**src/rtl/tcb_pkg.sv**
```systemverilog
`timescale 1ns/1ps
package tcb_pkg;
  localparam int unsigned TCB_AW    = 32;
  localparam int unsigned TCB_BW    = 8;
  localparam int unsigned TCB_SEL_W = 3;

  typedef logic [TCB_AW-1:0] addr_t;

  typedef enum logic [TCB_SEL_W-1:0] {
    RS_BASE  = 3'd0,
    RS_WPTR  = 3'd1,
    RS_LIMIT = 3'd2,
    RS_STAT  = 3'd3,
    RS_IDENT = 3'd4
  } reg_sel_e;

  localparam int unsigned LIM_EN_BIT   = 0;
  localparam int unsigned LIM_MODE_LSB = 1;
  localparam int unsigned LIM_TRIG_LSB = 3;
  localparam int unsigned LIM_NVM_BIT  = 5;

  localparam logic [1:0] MODE_WRAP = 2'b01;
  localparam logic [5:0] EC_OTHER   = 6'd0;
  localparam logic [5:0] BSC_FILLED = 6'd1;

  typedef struct packed {
    logic [5:0] bsc;
    logic [5:0] ec;
    logic       stop;
    logic       wrap;
    logic       trig;
    logic       irq;
  } stat_t;

  function automatic addr_t floor_pow2(addr_t a, int unsigned lg);
    return a & ~((addr_t'(1) << lg) - addr_t'(1));
  endfunction

  function automatic logic order_ok(addr_t b, addr_t w, addr_t l);
    return (b <= w) && (w < l);
  endfunction

  function automatic logic at_last(addr_t w, addr_t l);
    return w == (l - addr_t'(1));
  endfunction

  function automatic logic mode_fills(logic [1:0] m);
    return m != MODE_WRAP;
  endfunction
endpackage

```
**src/rtl/tcb_fifo.sv**
```systemverilog
`timescale 1ns/1ps
module tcb_fifo #(
  parameter int DEPTH = 8,
  parameter int W     = 8
) (
  input  logic         clk,
  input  logic         rst_n,
  input  logic         flush,
  input  logic         push,
  input  logic [W-1:0] din,
  input  logic         pop,
  output logic [W-1:0] dout,
  output logic         empty,
  output logic         full
);
  localparam int PW = (DEPTH > 1) ? $clog2(DEPTH) : 1;
  localparam int CW = PW + 1;

  logic [W-1:0]  slot [DEPTH];
  logic [PW-1:0] wr_ptr, rd_ptr, wr_inc, rd_inc;
  logic [CW-1:0] count;

  generate
    if ((DEPTH & (DEPTH - 1)) == 0) begin : g_pow2
      assign wr_inc = wr_ptr + PW'(1);
      assign rd_inc = rd_ptr + PW'(1);
    end else begin : g_mod
      assign wr_inc = (wr_ptr == PW'(DEPTH - 1)) ? '0 : wr_ptr + PW'(1);
      assign rd_inc = (rd_ptr == PW'(DEPTH - 1)) ? '0 : rd_ptr + PW'(1);
    end
  endgenerate

  assign empty = (count == '0);
  assign full  = (count == CW'(DEPTH));
  assign dout  = slot[rd_ptr];

  always_ff @(posedge clk) begin
    if (push && !flush) slot[wr_ptr] <= din;
  end

  always_ff @(posedge clk or negedge rst_n) begin
    if (!rst_n) begin
      wr_ptr <= '0;
      rd_ptr <= '0;
      count  <= '0;
    end else if (flush) begin
      wr_ptr <= '0;
      rd_ptr <= '0;
      count  <= '0;
    end else begin
      if (push) wr_ptr <= wr_inc;
      if (pop)  rd_ptr <= rd_inc;
      count <= count + CW'(push) - CW'(pop);
    end
  end


  fifo_push_room_chk: assert property (@(posedge clk) disable iff (!rst_n)
    push |-> !full);

  fifo_pop_data_chk: assert property (@(posedge clk) disable iff (!rst_n)
    pop |-> !empty);
endmodule

```
**src/rtl/tcb_regs.sv**
```systemverilog
`timescale 1ns/1ps
module tcb_regs
  import tcb_pkg::*;
#(
  parameter int PAGE_LOG2  = 12,
  parameter int ALIGN_LOG2 = 4
) (
  input  logic                 clk,
  input  logic                 rst_n,
  input  logic                 reg_we,
  input  logic [TCB_SEL_W-1:0] reg_addr,
  input  addr_t                reg_wdata,
  output addr_t                reg_rdata,
  input  logic                 pop,
  input  logic                 wrap_evt,
  input  logic                 fill_evt,
  input  addr_t                wptr_next,
  output addr_t                base_q,
  output addr_t                wptr_q,
  output addr_t                lim_q,
  output logic                 en_q,
  output logic [1:0]           mode_q,
  output stat_t                stat_q
);
  localparam addr_t ID_WORD = addr_t'(ALIGN_LOG2);

  reg_sel_e   sel;
  logic [1:0] trig_q;
  logic       nvm_q;
  logic       wr_base, wr_wptr, wr_lim, wr_stat;
  addr_t      lim_new;
  logic       en_grant;
  stat_t      fill_word, wrap_word;

  assign sel      = reg_sel_e'(reg_addr);
  assign wr_base  = reg_we && (sel == RS_BASE) && !en_q;
  assign wr_wptr  = reg_we && (sel == RS_WPTR) && !en_q;
  assign wr_lim   = reg_we && (sel == RS_LIMIT);
  assign wr_stat  = reg_we && (sel == RS_STAT);
  assign lim_new  = floor_pow2(reg_wdata, PAGE_LOG2);
  assign en_grant = reg_wdata[LIM_EN_BIT] && order_ok(base_q, wptr_q, lim_new);

  always_comb begin
    fill_word      = stat_q;
    fill_word.irq  = 1'b1;
    fill_word.wrap = 1'b1;
    fill_word.stop = 1'b1;
    fill_word.ec   = EC_OTHER;
    fill_word.bsc  = BSC_FILLED;
    wrap_word      = stat_q;
    wrap_word.irq  = 1'b1;
    wrap_word.wrap = 1'b1;
  end

  always_ff @(posedge clk or negedge rst_n) begin
    if (!rst_n) begin
      base_q <= '0;
      wptr_q <= '0;
      lim_q  <= '0;
      en_q   <= 1'b0;
      mode_q <= '0;
      trig_q <= '0;
      nvm_q  <= 1'b0;
      stat_q <= '0;
    end else begin
      if (wr_base) base_q <= floor_pow2(reg_wdata, PAGE_LOG2);
      if (pop)          wptr_q <= wptr_next;
      else if (wr_wptr) wptr_q <= floor_pow2(reg_wdata, ALIGN_LOG2);
      if (wr_lim) begin
        lim_q  <= lim_new;
        en_q   <= en_grant;
        mode_q <= reg_wdata[LIM_MODE_LSB +: 2];
        trig_q <= reg_wdata[LIM_TRIG_LSB +: 2];
        nvm_q  <= reg_wdata[LIM_NVM_BIT];
      end
      if (fill_evt)      stat_q <= fill_word;
      else if (wrap_evt) stat_q <= wrap_word;
      else if (wr_stat)  stat_q <= stat_t'(reg_wdata[$bits(stat_t)-1:0]);
    end
  end

  always_comb begin
    case (sel)
      RS_BASE:  reg_rdata = base_q;
      RS_WPTR:  reg_rdata = wptr_q;
      RS_LIMIT: reg_rdata = lim_q | addr_t'({nvm_q, trig_q, mode_q, en_q});
      RS_STAT:  reg_rdata = addr_t'(stat_q);
      RS_IDENT: reg_rdata = ID_WORD;
      default:  reg_rdata = '0;
    endcase
  end


  base_locked_chk: assert property (@(posedge clk) disable iff (!rst_n)
    en_q |=> base_q == $past(base_q));

  enable_order_chk: assert property (@(posedge clk) disable iff (!rst_n)
    $rose(en_q) |-> order_ok(base_q, wptr_q, lim_q));

  wrap_to_base_chk: assert property (@(posedge clk) disable iff (!rst_n)
    wrap_evt |=> wptr_q == $past(base_q));

  fill_status_chk: assert property (@(posedge clk) disable iff (!rst_n)
    fill_evt |=> (stat_q.stop && stat_q.irq && stat_q.bsc == BSC_FILLED));
endmodule

```
**src/rtl/tcb_wr_engine.sv**
```systemverilog
`timescale 1ns/1ps
module tcb_wr_engine
  import tcb_pkg::*;
(
  input  logic              clk,
  input  logic              rst_n,
  input  logic              en,
  input  logic              stopped,
  input  logic              fifo_empty,
  input  logic [TCB_BW-1:0] fifo_head,
  input  logic              mem_ready,
  input  addr_t             base,
  input  addr_t             wptr,
  input  addr_t             lim,
  input  logic [1:0]        mode,
  output logic              mem_we,
  output addr_t             mem_addr,
  output logic [TCB_BW-1:0] mem_data,
  output logic              pop,
  output logic              wrap_evt,
  output logic              fill_evt,
  output addr_t             wptr_next
);
  logic run, last;

  assign run       = en && !stopped;
  assign mem_we    = run && !fifo_empty;
  assign mem_addr  = wptr;
  assign mem_data  = fifo_head;
  assign pop       = mem_we && mem_ready;
  assign last      = at_last(wptr, lim);
  assign wrap_evt  = pop && last;
  assign fill_evt  = wrap_evt && mode_fills(mode);
  assign wptr_next = last ? base : wptr + addr_t'(1);


  mem_addr_range_chk: assert property (@(posedge clk) disable iff (!rst_n)
    mem_we |-> (mem_addr >= base && mem_addr < lim));

  addr_step_chk: assert property (@(posedge clk) disable iff (!rst_n)
    (pop && !wrap_evt) |=> wptr == $past(wptr) + addr_t'(1));
endmodule

```
**src/rtl/tcb_sink.sv**
```systemverilog
`timescale 1ns/1ps
module tcb_sink
  import tcb_pkg::*;
#(
  parameter int FIFO_DEPTH = 8,
  parameter int PAGE_LOG2  = 12,
  parameter int ALIGN_LOG2 = 4
) (
  input  logic         clk,
  input  logic         rst_n,
  input  logic         reg_we,
  input  logic [2:0]   reg_addr,
  input  logic [31:0]  reg_wdata,
  output logic [31:0]  reg_rdata,
  input  logic         in_valid,
  input  logic [7:0]   in_data,
  output logic         in_ready,
  output logic         mem_we,
  output logic [31:0]  mem_addr,
  output logic [7:0]   mem_data,
  input  logic         mem_ready,
  input  logic         drain_req,
  output logic         drain_ack,
  output logic         irq
);
  addr_t             base_q, wptr_q, lim_q, wptr_next;
  logic              en_q;
  logic [1:0]        mode_q;
  stat_t             stat_q;
  logic              push, pop, wrap_evt, fill_evt;
  logic              fifo_empty, fifo_full;
  logic [TCB_BW-1:0] fifo_head;

  assign in_ready  = en_q && !stat_q.stop && !drain_req && !fifo_full;
  assign push      = in_valid && in_ready;
  assign drain_ack = drain_req && fifo_empty;
  assign irq       = stat_q.irq;

  tcb_regs #(.PAGE_LOG2(PAGE_LOG2), .ALIGN_LOG2(ALIGN_LOG2)) u_regs (
    .clk(clk), .rst_n(rst_n), .reg_we(reg_we), .reg_addr(reg_addr),
    .reg_wdata(reg_wdata), .reg_rdata(reg_rdata), .pop(pop),
    .wrap_evt(wrap_evt), .fill_evt(fill_evt), .wptr_next(wptr_next),
    .base_q(base_q), .wptr_q(wptr_q), .lim_q(lim_q), .en_q(en_q),
    .mode_q(mode_q), .stat_q(stat_q)
  );

  tcb_fifo #(.DEPTH(FIFO_DEPTH), .W(TCB_BW)) u_fifo (
    .clk(clk), .rst_n(rst_n), .flush(fill_evt), .push(push), .din(in_data),
    .pop(pop), .dout(fifo_head), .empty(fifo_empty), .full(fifo_full)
  );

  tcb_wr_engine u_eng (
    .clk(clk), .rst_n(rst_n), .en(en_q), .stopped(stat_q.stop),
    .fifo_empty(fifo_empty), .fifo_head(fifo_head), .mem_ready(mem_ready),
    .base(base_q), .wptr(wptr_q), .lim(lim_q), .mode(mode_q),
    .mem_we(mem_we), .mem_addr(mem_addr), .mem_data(mem_data), .pop(pop),
    .wrap_evt(wrap_evt), .fill_evt(fill_evt), .wptr_next(wptr_next)
  );


  ready_gate_chk: assert property (@(posedge clk) disable iff (!rst_n)
    (!en_q || stat_q.stop || drain_req) |-> !in_ready);

  drain_quiet_chk: assert property (@(posedge clk) disable iff (!rst_n)
    drain_ack |-> !mem_we);

  fill_halt_chk: assert property (@(posedge clk) disable iff (!rst_n)
    fill_evt |=> (irq && !in_ready && !mem_we));

  idle_when_off_chk: assert property (@(posedge clk) disable iff (!rst_n)
    !en_q |-> !mem_we);
endmodule

```
**config.mk**
```make
export PLATFORM = sky130hd
export DESIGN_NAME = tcb_sink
export DESIGN_NICKNAME = d
export VERILOG_FILES = /design/src/rtl/tcb_pkg.sv /design/src/rtl/tcb_fifo.sv /design/src/rtl/tcb_regs.sv /design/src/rtl/tcb_wr_engine.sv /design/src/rtl/tcb_sink.sv
export SDC_FILE = /design/constraint.sdc
export NUM_CORES = 1
export LEC_CHECK = 0
export ABC_AREA = 0
export BUFFER_PORTS_ARGS = -buffer_cell sky130_fd_sc_hd__buf_2
export CORE_UTILIZATION = 55
export DETAILED_ROUTE_END_ITERATION = 16
export GPL_TIMING_DRIVEN = 0
export HOLD_SLACK_MARGIN = 0.12
export PLACE_DENSITY = 0.84
export SLEW_MARGIN = 30
export SYNTH_ARGS = -nofsm -noshare
export SYNTH_HDL_FRONTEND = slang
export SYNTH_SLANG_ARGS = --single-unit
```
**constraint.sdc**
```tcl
create_clock -name clk -period 7.1 [get_ports clk]
set_input_delay 0.71 -clock clk [delete_from_list [all_inputs] [get_ports clk]]
set_output_delay 0.71 -clock clk [all_outputs]
set_load 0.01 [all_outputs]
```
==> impl_metrics.tcl, run 1 <==
set metrics [dict create \
    finalSetupViolCount 0 \
    startpoint "reg_addr[1]" \
    fp.dieH_um 137 \
    cpPeakStageDelay_ns 0.76 \
    synthTopCellsByArea "dfrtp_1 26%, edfxtp_1 19%, ha_1 6.2%" \
    antenna_left 0 \
    slew_headroom_pct 30.2 \
    fin_crit_ns 4.15 \
    drc 0 \
    synthArstFlopShare_pct 61.9 \
    grt_pass1_wl_um 45100 \
    cts_sinks 168 \
    crit_chain "clkbuf_1 -> buf_1 -> buf_1 -> nor2_1 -> a22oi_1 -> nor2_1 -> buf_2" \
    nets 1263 \
    synth_ff_type "dfrtp_1" \
    area_growth_pct 15.9 \
    htreeDepth 4 \
    initial_utilization_pct 56.0 \
    syn_inst 1019 \
    die_area_mm2 0.0188 \
    n_antenna_cell 0 \
    port_buffers 123 \
    synth_fp_nets 1119 \
    antenna_found_initial 0 \
    synth.distinct_cells 64 \
    clock_latency_ns 0.44 \
    clockBufferDepth 2 \
    grt_pass1_vias 8145 \
    ir_drop_mv 0.221 \
    dpl.cell_count 1373 \
    cts.reportedPaths.clkPinSlew_ns 0.08 \
    end_kind "output pin" \
    rsz0062_at_grt "false" \
    synth_area_per_cell_um2 9.85 \
    cts_resized 0 \
    cp.required_ns 6.39 \
    top_level_ports 125 \
    fin_cells 1405 \
    core_area_mm2 0.0179 \
    power.density_mw_per_mm2 342 \
    grt_usage_pct 32.7 \
    worst_slew_pin_slew_ns 1.04 \
    hold_class "in -> async" \
    drive_gt1_share_pct 17.4 \
    cts-buffers-inserted 17 \
    ys_warn_count 0 \
    tns_ns 0 \
    maxCapViolCount 0 \
    post_drt_via_cell_ratio 6.18 \
    cts_root_buf "clkbuf_16" \
    dr.pass1.iters 5 \
    grt.met2_usage_pct 49.9 \
    p_leak_uw 0.00506 \
    period_share_pct 58.4 \
    synth-seq-area-share_pct 45.1 \
    tritoncts "yes" \
    globalplace.congestion 0.947 \
    fmax_mhz 241 \
    crit_path_start_kind "primary input" \
    status "complete, no violations" \
    die-width_um 137 \
    synth-seq-cells 168 \
    fillCellCount 1423 \
    critPathKind "in -> out" \
    grt_max_degree 57 \
    drt_iter0_drc 835 \
    hpwl_um 21100 \
    wl_per_cell_um 21.0 \
    hold_buffers 0 \
    yosys.area.top_type_share_pct 25.9 \
    hold_viol 0 \
    crit_fanout 10 \
    synth_edf_count 64 \
    num_vias 8687 \
    rr_startpoint "u_regs.wptr_q[0]" \
    cp.arrival_ns 3.44 \
    overflow 0 \
    grt_util_met1_pct 44.5 \
    wirelength_um 29500 \
    grt.busiest_layer "met2" \
    synth_area_mm2 0.0100 \
    report.final.slew_viol_count 0 \
    slowest_stage "buf_1" \
    post_cts_buffers 0 \
    fin_skew_ns 0.0153 \
    synth_top_area_cell "dfrtp_1" \
    use_met3_pct 6.63 \
    placementRows 49 \
]
## area by class of cell
| cell class | instances | area, um^2 | share of cell area (%) |
|---|---|---|---|
| clock inverters | 15 | 205 | 1.76 |
| repair buffers | 125 | 654 | 5.63 |
| flip-flops and latches | 168 | 4520 | 38.9 |
| well taps | 229 | 287 | 2.46 |
| plain buffers | 54 | 221 | 1.90 |
| multi-input cells | 738 | 5090 | 43.8 |
| clock buffers | 17 | 425 | 3.66 |
| inverters | 59 | 221 | 1.90 |
## cells in the mapped netlist (5+ instances only)
| library cell | instances |
|---|---|
| a21o_1 | 13 |
| a21oi_1 | 36 |
| a31oi_1 | 8 |
| and3_1 | 6 |
| and4_1 | 7 |
| buf_1 | 9 |
| clkbuf_1 | 37 |
| dfrtp_1 | 104 |
| edfxtp_1 | 64 |
| ha_1 | 50 |
| inv_1 | 57 |
| mux2_1 | 5 |
| mux2_2 | 8 |
| mux2i_1 | 49 |
| mux4_2 | 20 |
| nand2_1 | 147 |
| nand2b_1 | 18 |
| nand3_1 | 20 |
| nand4_1 | 17 |
| nor2_1 | 75 |
| nor2b_1 | 19 |
| nor3_1 | 25 |
| nor3b_1 | 5 |
| nor4_1 | 9 |
| nor4b_1 | 5 |
| o211ai_1 | 5 |
| o21ai_0 | 87 |
| xnor2_1 | 37 |
| xor2_1 | 10 |
## metrics by stage
| step | utilization [%] | total power [uW] | hold WS, ns | cell area, um^2 | setup slack (ns) |
|---|---|---|---|---|---|
| after floorplan | - | 2460 | 0.414 | 10000 | 3.76 |
| final | 65.0 | 3980 | 0.210 | 11600 | 2.95 |
| after global routing | 65.0 | 4210 | 0.247 | 11600 | 2.86 |
| after global placement | 61.1 | 2910 | 0.458 | 10900 | 2.93 |
| after detailed placement | 61.4 | 2960 | 0.475 | 11000 | 3.06 |
| after CTS | 64.9 | 3950 | 0.226 | 11600 | 3.07 |
## placed cells by master (no fill, tap or decap), drive strengths merged, types with 20 or more instances in the layout
cell    netlist  final
inv          57     66
nor2         75     75
clkbuf       39     56
ha           50     50
o21ai        87     87
nand2       147    147
xnor2        37     37
nor3         26     26
a21oi        37     37
nand3        20     20
edfxtp       64     64
dfrtp       104    104
mux4         20     20
buf          15    140
mux2i        49     49
## worst max-delay path: cells and delay by family
| kind | cells | cell delay, ns |
|---|---|---|
| AO/OA/AOI/OAI | 1 | 0.30 |
| AND/OR/NAND/NOR | 2 | 0.59 |
| buffers and inverters | 4 | 1.82 |
## registers in the layout, indices dropped and copies added (netlist names)
register / count
u_fifo.count: 4
u_fifo.wr_ptr: 3
u_regs.nvm_q: 1
u_regs.wptr_q: 32
u_regs.mode_q: 2
u_regs.en_q: 1
u_regs.trig_q: 2
u_regs.base_q: 20
u_regs.lim_q: 20
u_fifo.slot: 64
u_fifo.rd_ptr: 3
u_regs.stat_q: 16
## final timing paths
path / to / slack (ns) / cells past startpoint
worst min-delay path: u_regs.wptr_q[23] / 0.21 / 1
worst max-delay path: reg_rdata[0] / 2.95 / 7
worst max register to register: u_fifo.slot[7][2] / 3.09 / 10
min in group clk: u_regs.trig_q[0] / 0.50 / 2
max in group asynchronous: u_regs.wptr_q[0] / 6.20 / 2
worst min register to register: u_regs.trig_q[0] / 0.50 / 2
## cell families after synthesis
kind of cell | Yosys count | share of synthesized area, %
buf+inv | 113 | 4.42
flops | 168 | 45.1
simple gates | 375 | 18.2
mux | 82 | 10.8
compound gates | 183 | 10.9
fa+ha+maj | 51 | 6.44
xor+xnor | 47 | 4.10
## power by group
group / internal, uW / switching, uW
clock: 516 / 468
sequential: 1200 / 274
combinational: 677 / 843
## layer usage
metal | wire length, um | vias up
met3 | 2980 | 82
met4 | 1120 | 0
li1 | - | 3921
met5 | 0 | -
met1 | 11900 | 4167
met2 | 13500 | 517
(Power assumes the default switching activity.)
==> run 2: changes to the inputs <==
Settings changed: CORE_UTILIZATION 55 to 53, PLACE_DENSITY 0.84 to 0.85.
Clock period 7.1 ns to 3.6 ns, I/O delays scaled along.
==> run 2 against run 1 <==
Effect of this change:
- die area grew 3.7%
- first-iteration DRC count is 26% higher
- largest cell class unchanged
- global-route usage fell by 0.49 points
- utilization is 0.57 points lower
- sequential share of layout area down 0.45 points
- sequential power up 97%
- critical path depth is 3 higher
- register-to-register slack got worse by 3.0 ns
==> impl_metrics.tcl, run 2 (synthesized netlist as in run 1, its figures left out) <==
set metrics [dict create \
    final_cell_mix "147 x nand2_1, 126 x buf_2, 104 x dfrtp_1" \
    hold_viol 0 \
    post_drt_via_cell_ratio 6.38 \
    cts_sinks 168 \
    largest-register "u_fifo.slot" \
    tns_ns 0 \
    top_level_ports 125 \
    cts.reportedPaths.clkPinSlew_ns 0.08 \
    maxCapViolCount 0 \
    critPathTopFamily "simple AND/OR/NAND/NOR gates" \
    port_buffers 123 \
    setup_ws_ns 0.0944 \
    placementRows 49 \
    final_area_mm2 0.0118 \
    reg.largest.list "u_fifo.slot x64, u_regs.wptr_q x32" \
    clockBufferDepth 2 \
    final_common_cell "nand2_1" \
    fin_skew_ns 0.0107 \
    crit_path_frequent_cell "nand4_1" \
    overflow 0 \
    fp.dieH_um 140 \
    pre_cts_slack_ns -0.298 \
    tritoncts "yes" \
    grt.busiest_layer "met2" \
    grt_util_met1_pct 41.8 \
    grt.met2_usage_pct 48.9 \
    slowest_stage "dfrtp_1" \
    grt_max_degree 64 \
    core_area_mm2 0.0183 \
    crit_buf_inv 1 \
    antenna_found_initial 2 \
    wirelength_um 30300 \
    largest_reg_flops 64 \
    ir_drop_mv 0.386 \
    crit_fanout 10 \
    drt_iter0_drc 1053 \
    initial_utilization_pct 54.9 \
    die-width_um 140 \
    slew_headroom_pct 24.9 \
    crit_chain "ha_1 -> nand3_1 -> nor3_2 -> nand4_1 -> nor4_1 -> nand4_1 -> nor4_4 -> buf_4 -> nor2_1 -> and4_2" \
    globalplace.congestion 0.936 \
    status "complete, no violations" \
    drc 0 \
    end_kind "flip-flop" \
    num_vias 9024 \
    p_leak_uw 0.00511 \
    finalSetupViolCount 0 \
    cp.required_ns 3.78 \
    die_area_mm2 0.0195 \
    hpwl_um 21200 \
    use_met3_pct 8.77 \
    report.final.slew_viol_count 0 \
    power.density_mw_per_mm2 665 \
    final_core_utilization_pct 64.4 \
    ff2ff_setup_slack_ns 0.09 \
    clock_latency_ns 0.45 \
    grt_usage_pct 32.2 \
    period_share_pct 97.4 \
    crit_path_start_kind "flip-flop" \
    cts_root_buf "clkbuf_16" \
    antenna_left 0 \
    rsz0062_at_grt "false" \
    worst_slew_pin_slew_ns 1.12 \
    hold_class "in -> reg" \
    grt_pass1_vias 8739 \
    drive_gt1_share_pct 19.0 \
    critPathKind "reg -> reg" \
    cts-buffers-inserted 17 \
    wl_per_cell_um 21.4 \
    cpPeakStageDelay_ns 0.50 \
    grt_pass1_wl_um 47600 \
    fin_crit_ns 3.51 \
    htreeDepth 4 \
    area_growth_pct 17.3 \
    dpl_cell_area_mm2 0.0110 \
    fmax_mhz 285 \
    nets 1272 \
    dr.pass1.iters 6 \
    cp.arrival_ns 3.69 \
]
-- run 2: where the power goes --
group / switching, uW / internal [uW] / total [uW]
clock: 912 / 937 / 1850
combinational: 1720 / 1360 / 3080
sequential: 537 / 2360 / 2900
total: 3170 / 4660 / 7830
-- run 2: worst min-delay path, cell delays in order --
cell	delay, ns
buf_2	0.11
nand2_1	0.05
nand2_1	0.05
-- run 2: routing by layer --
| metal | routed length [um] | vias up |
|---|---|---|
| met1 | 11500 | 4271 |
| met4 | 1560 | 2 |
| met3 | 3640 | 146 |
| li1 | - | 3941 |
| met5 | 10 | - |
| met2 | 13600 | 664 |
-- run 2: final timing paths --
check	depth (start not counted)	from	endpoint
setup / recovery	10	u_regs.wptr_q[0]	u_fifo.slot[7][4]
hold / removal	3	reg_wdata[5]	u_regs.nvm_q
setup reg to reg	10	u_regs.wptr_q[0]	u_fifo.slot[7][4]
hold reg to reg	2	u_regs.nvm_q	u_regs.nvm_q
max in group asynchronous	3	rst_n	u_regs.base_q[31]
min in group asynchronous	2	rst_n	u_regs.wptr_q[22]
-- run 2: what timing repair did --
action	CTS	global route
endpoints found under the hold margin	41	0
pin swaps	3	5
resized for setup	10	8
setup buffers	4	5
hold buffers	1	0
endpoints found under the setup margin	65	89
-- run 2: layout make-up --
class                      count  area [um^2]
antenna                        1         2.50
buffer                        53          223
clock buffer                  17          425
clock inverter                15          173
fill                        1374         6500
inverter                      59          221
multi-input combinational    738         5150
sequential                   168         4520
tap                          229          287
timing repair buffer         135          757
-- run 2: stage by stage --
step                      instances  total power [uW]  hold slack [ns]
after floorplan                1019              4860           0.0644
after global placement         1371              5710            0.459
after detailed placement       1373              5850            0.314
after CTS                      1410              7730            0.140
after global routing           1415              8290            0.156
final                          1415              7830            0.150
==> run 3: changes to the inputs <==
Settings changed: ABC_AREA 0 to 1, CORE_UTILIZATION 53 to 54, PLACE_DENSITY 0.85 to 0.78.
==> run 3 against run 2 <==
Effect of this change:
- wire length is 14% higher
- cell count rose by 25%
- sequential share of layout area is 1.4 points lower
- utilization down 0.14 points
- setup slack improved by 0.21 ns
- register-to-register slack improved by 0.21 ns
- first-iteration DRC count grew 12%
- combinational power increased by 29%
- clock power about the same
- global-route usage up 3.1 points
- synthesized cell count grew 32%
- via count grew 15%
==> impl_metrics.tcl, run 3 <==
set metrics [dict create \
    fp.dieH_um 142 \
    ff2ff_setup_slack_ns 0.30 \
    ir_drop_mv 0.357 \
    rsz0062_at_grt "false" \
    yosysMostFrequentCell "nand2_1" \
    cts_resized 0 \
    drc 0 \
    placementRows 50 \
    grt_pass1_vias 9754 \
    synth_area_per_cell_um2 7.92 \
    die_area_mm2 0.0202 \
    antenna_left 0 \
    cts_root_buf "clkbuf_16" \
    fmax_mhz 303 \
    hold_viol 0 \
    final_common_cell "nand2_1" \
    slew_headroom_pct 34.6 \
    fin_crit_ns 3.30 \
    final_core_utilization_pct 64.3 \
    core_area_mm2 0.0190 \
    cts-buffers-inserted 17 \
    yosys.area.top_type_share_pct 24.5 \
    cp.arrival_ns 3.65 \
    power.density_mw_per_mm2 724 \
    critPathKind "reg -> reg" \
    min_from "reg_wdata[18]" \
    rr_startpoint "u_fifo.count[2]" \
    report.final.slew_viol_count 0 \
    port_buffers 124 \
    num_vias 10400 \
    synth_edf_count 64 \
    synthArstFlopShare_pct 61.9 \
    r2r-end "u_fifo.count[2]" \
    drt_iter0_drc 1176 \
    crit_fanout 10 \
    finalPower_uw 8850 \
    htreeDepth 4 \
    cts.reportedPaths.clkPinSlew_ns 0.08 \
    p_leak_uw 0.00581 \
    maxCapViolCount 0 \
    dpl.cell_count 1727 \
    largest-register "u_fifo.slot" \
    overflow 0 \
    reg.largest.list "u_fifo.slot x64, u_regs.wptr_q x32" \
    finalSetupViolCount 0 \
    dr.pass1.iters 6 \
    die-width_um 142 \
    drive_gt1_share_pct 15.3 \
    whs_ns 0.144 \
    synth.distinct_cells 49 \
    final_cell_mix "343 x nand2_1, 153 x inv_1, 135 x buf_2" \
    largest_reg_flops 64 \
    grt_pass1_wl_um 53300 \
    nets 1587 \
    initial_utilization_pct 55.9 \
    synth_top_area_cell "dfrtp_1" \
    wirelength_um 34700 \
    fin_skew_ns 0.0130 \
    synthTopCellsByArea "dfrtp_1 24%, edfxtp_1 18%, nand2_1 12%" \
    fin_cells 1763 \
    hold_class "in -> reg" \
    ys_warn_count 0 \
    rr_worst_depth 14 \
    antenna_found_initial 3 \
    grt_max_degree 61 \
    clockBufferDepth 2 \
    synth_fp_nets 1442 \
    synth-seq-area-share_pct 42.6 \
    clock_latency_ns 0.45 \
    end_kind "flip-flop" \
    period_share_pct 91.5 \
    tritoncts "yes" \
    area_growth_pct 15.0 \
    tns_ns 0 \
    cp.required_ns 3.95 \
    grt_usage_pct 35.4 \
    post_drt_via_cell_ratio 5.91 \
    status "complete, no violations" \
    crit_path_start_kind "flip-flop" \
    slowest_stage "fa_1" \
    globalplace.congestion 0.994 \
    syn_inst 1342 \
    wl_per_cell_um 19.7 \
    worst_slew_pin_slew_ns 0.979 \
    synth_area_mm2 0.0106 \
    cpPeakStageDelay_ns 0.39 \
    synth-seq-cells 168 \
    post_cts_buffers 0 \
    synth_ff_type "dfrtp_1" \
    hold_end "u_regs.lim_q[18]" \
    synth_common_cells "343 x nand2_1, 153 x inv_1, 119 x nor2_1" \
    crit_chain "inv_1 -> ha_1 -> a31oi_1 -> nand2_1 -> clkinv_1 -> buf_2 -> buf_2 -> ha_1 -> inv_1 -> ha_1 -> fa_1 -> xor2_1 -> nand2_1 -> inv_1" \
    hpwl_um 25600 \
    hold_depth 3 \
    top_level_ports 125 \
    cts_sinks 168 \
]
run 3: changes by cell type in the layout (fill, tap and decap cells not counted), sizes merged, moves of 21 or more:
cell,before,now
nor2,75,130
xor2,10,31
xnor2,37,11
inv,65,170
nand4,17,46
nand2,147,354
o21ai,87,121
nand3,20,90
mux2i,49,0
run 3: per-stage QoR:
stage / worst slack (ns) / instance area (um^2)
finish: 0.305 / 12200
global route: 0.187 / 12200
CTS: 0.358 / 12200
detailed placement: 0.377 / 11600
global placement: 0.266 / 11600
floorplan: 0.886 / 10600
run 3: worst max-delay path by stage:
stage / endpoint / depth (start not counted) / slack, ns / startpoint
2_1_floorplan: u_fifo.count[2] / 14 / 0.89 / u_fifo.count[2]
3_3_place_gp: reg_rdata[0] / 7 / 0.27 / reg_addr[2]
3_5_place_dp: u_fifo.count[2] / 14 / 0.38 / u_fifo.count[2]
4_1_cts: u_fifo.count[2] / 14 / 0.36 / u_fifo.count[2]
5_1_grt: u_fifo.count[2] / 14 / 0.19 / u_fifo.count[2]
6_report: u_fifo.count[2] / 14 / 0.30 / u_fifo.count[2]
run 3: timing repair:
| action | in CTS | in global routing |
|---|---|---|
| endpoints found under the setup margin | 0 | 0 |
| hold buffers | 1 | 0 |
| hold endpoints to repair | 44 | 0 |
run 3: cell families after synthesis:
family / share of synthesized area (%)
AOI/OAI and AO/OA: 12.0
xor gates and xnor gates: 3.64
adders and majority gates: 6.08
buffers and inverters: 8.04
DFF: 42.6
and+or+nand+nor: 27.7
run 3: cell type report:
cell class                      instances  area, um^2
Timing Repair Buffer                  126         664
Clock inverter                         15         169
Sequential cell                       168        4520
Tap cell                              260         325
Inverter                              166         624
Fill cell                            1676        6800
Antenna cell                            3        7.51
Multi-Input combinational cell        958        5250
Clock buffer                           17         425
Buffer                                 50         230
run 3: routing by layer:
layer | global-route usage, % | vias up | part of all wire, %
li1 | - | 4800 | -
met1 | 49.2 | 4890 | 42
met2 | 55.5 | 624 | 45
met3 | 5.45 | 105 | 9.5
met4 | 13.9 | 0 | 3.4
met5 | 0 | - | 0
run 3: power by group:
| group | internal [uW] | switching [uW] | leakage (uW) |
|---|---|---|---|
| Combinational | 1410 | 2540 | 0.00367 |
| Clock | 936 | 928 | 0.000290 |
| Sequential | 2410 | 621 | 0.00185 |
| Total | 4760 | 4090 | 0.00581 |
run 3: worst max-delay path, delay by kind of cell (launching register included):
kind | cells | cell delay (ns)
adders and majority gates | 4 | 1.09
buffers and inverters | 6 | 1.08
and+or+nand+nor | 2 | 0.40
DFF | 1 | 0.37
xor gates and xnor gates | 1 | 0.15
AOI/OAI and AO/OA | 1 | 0.10
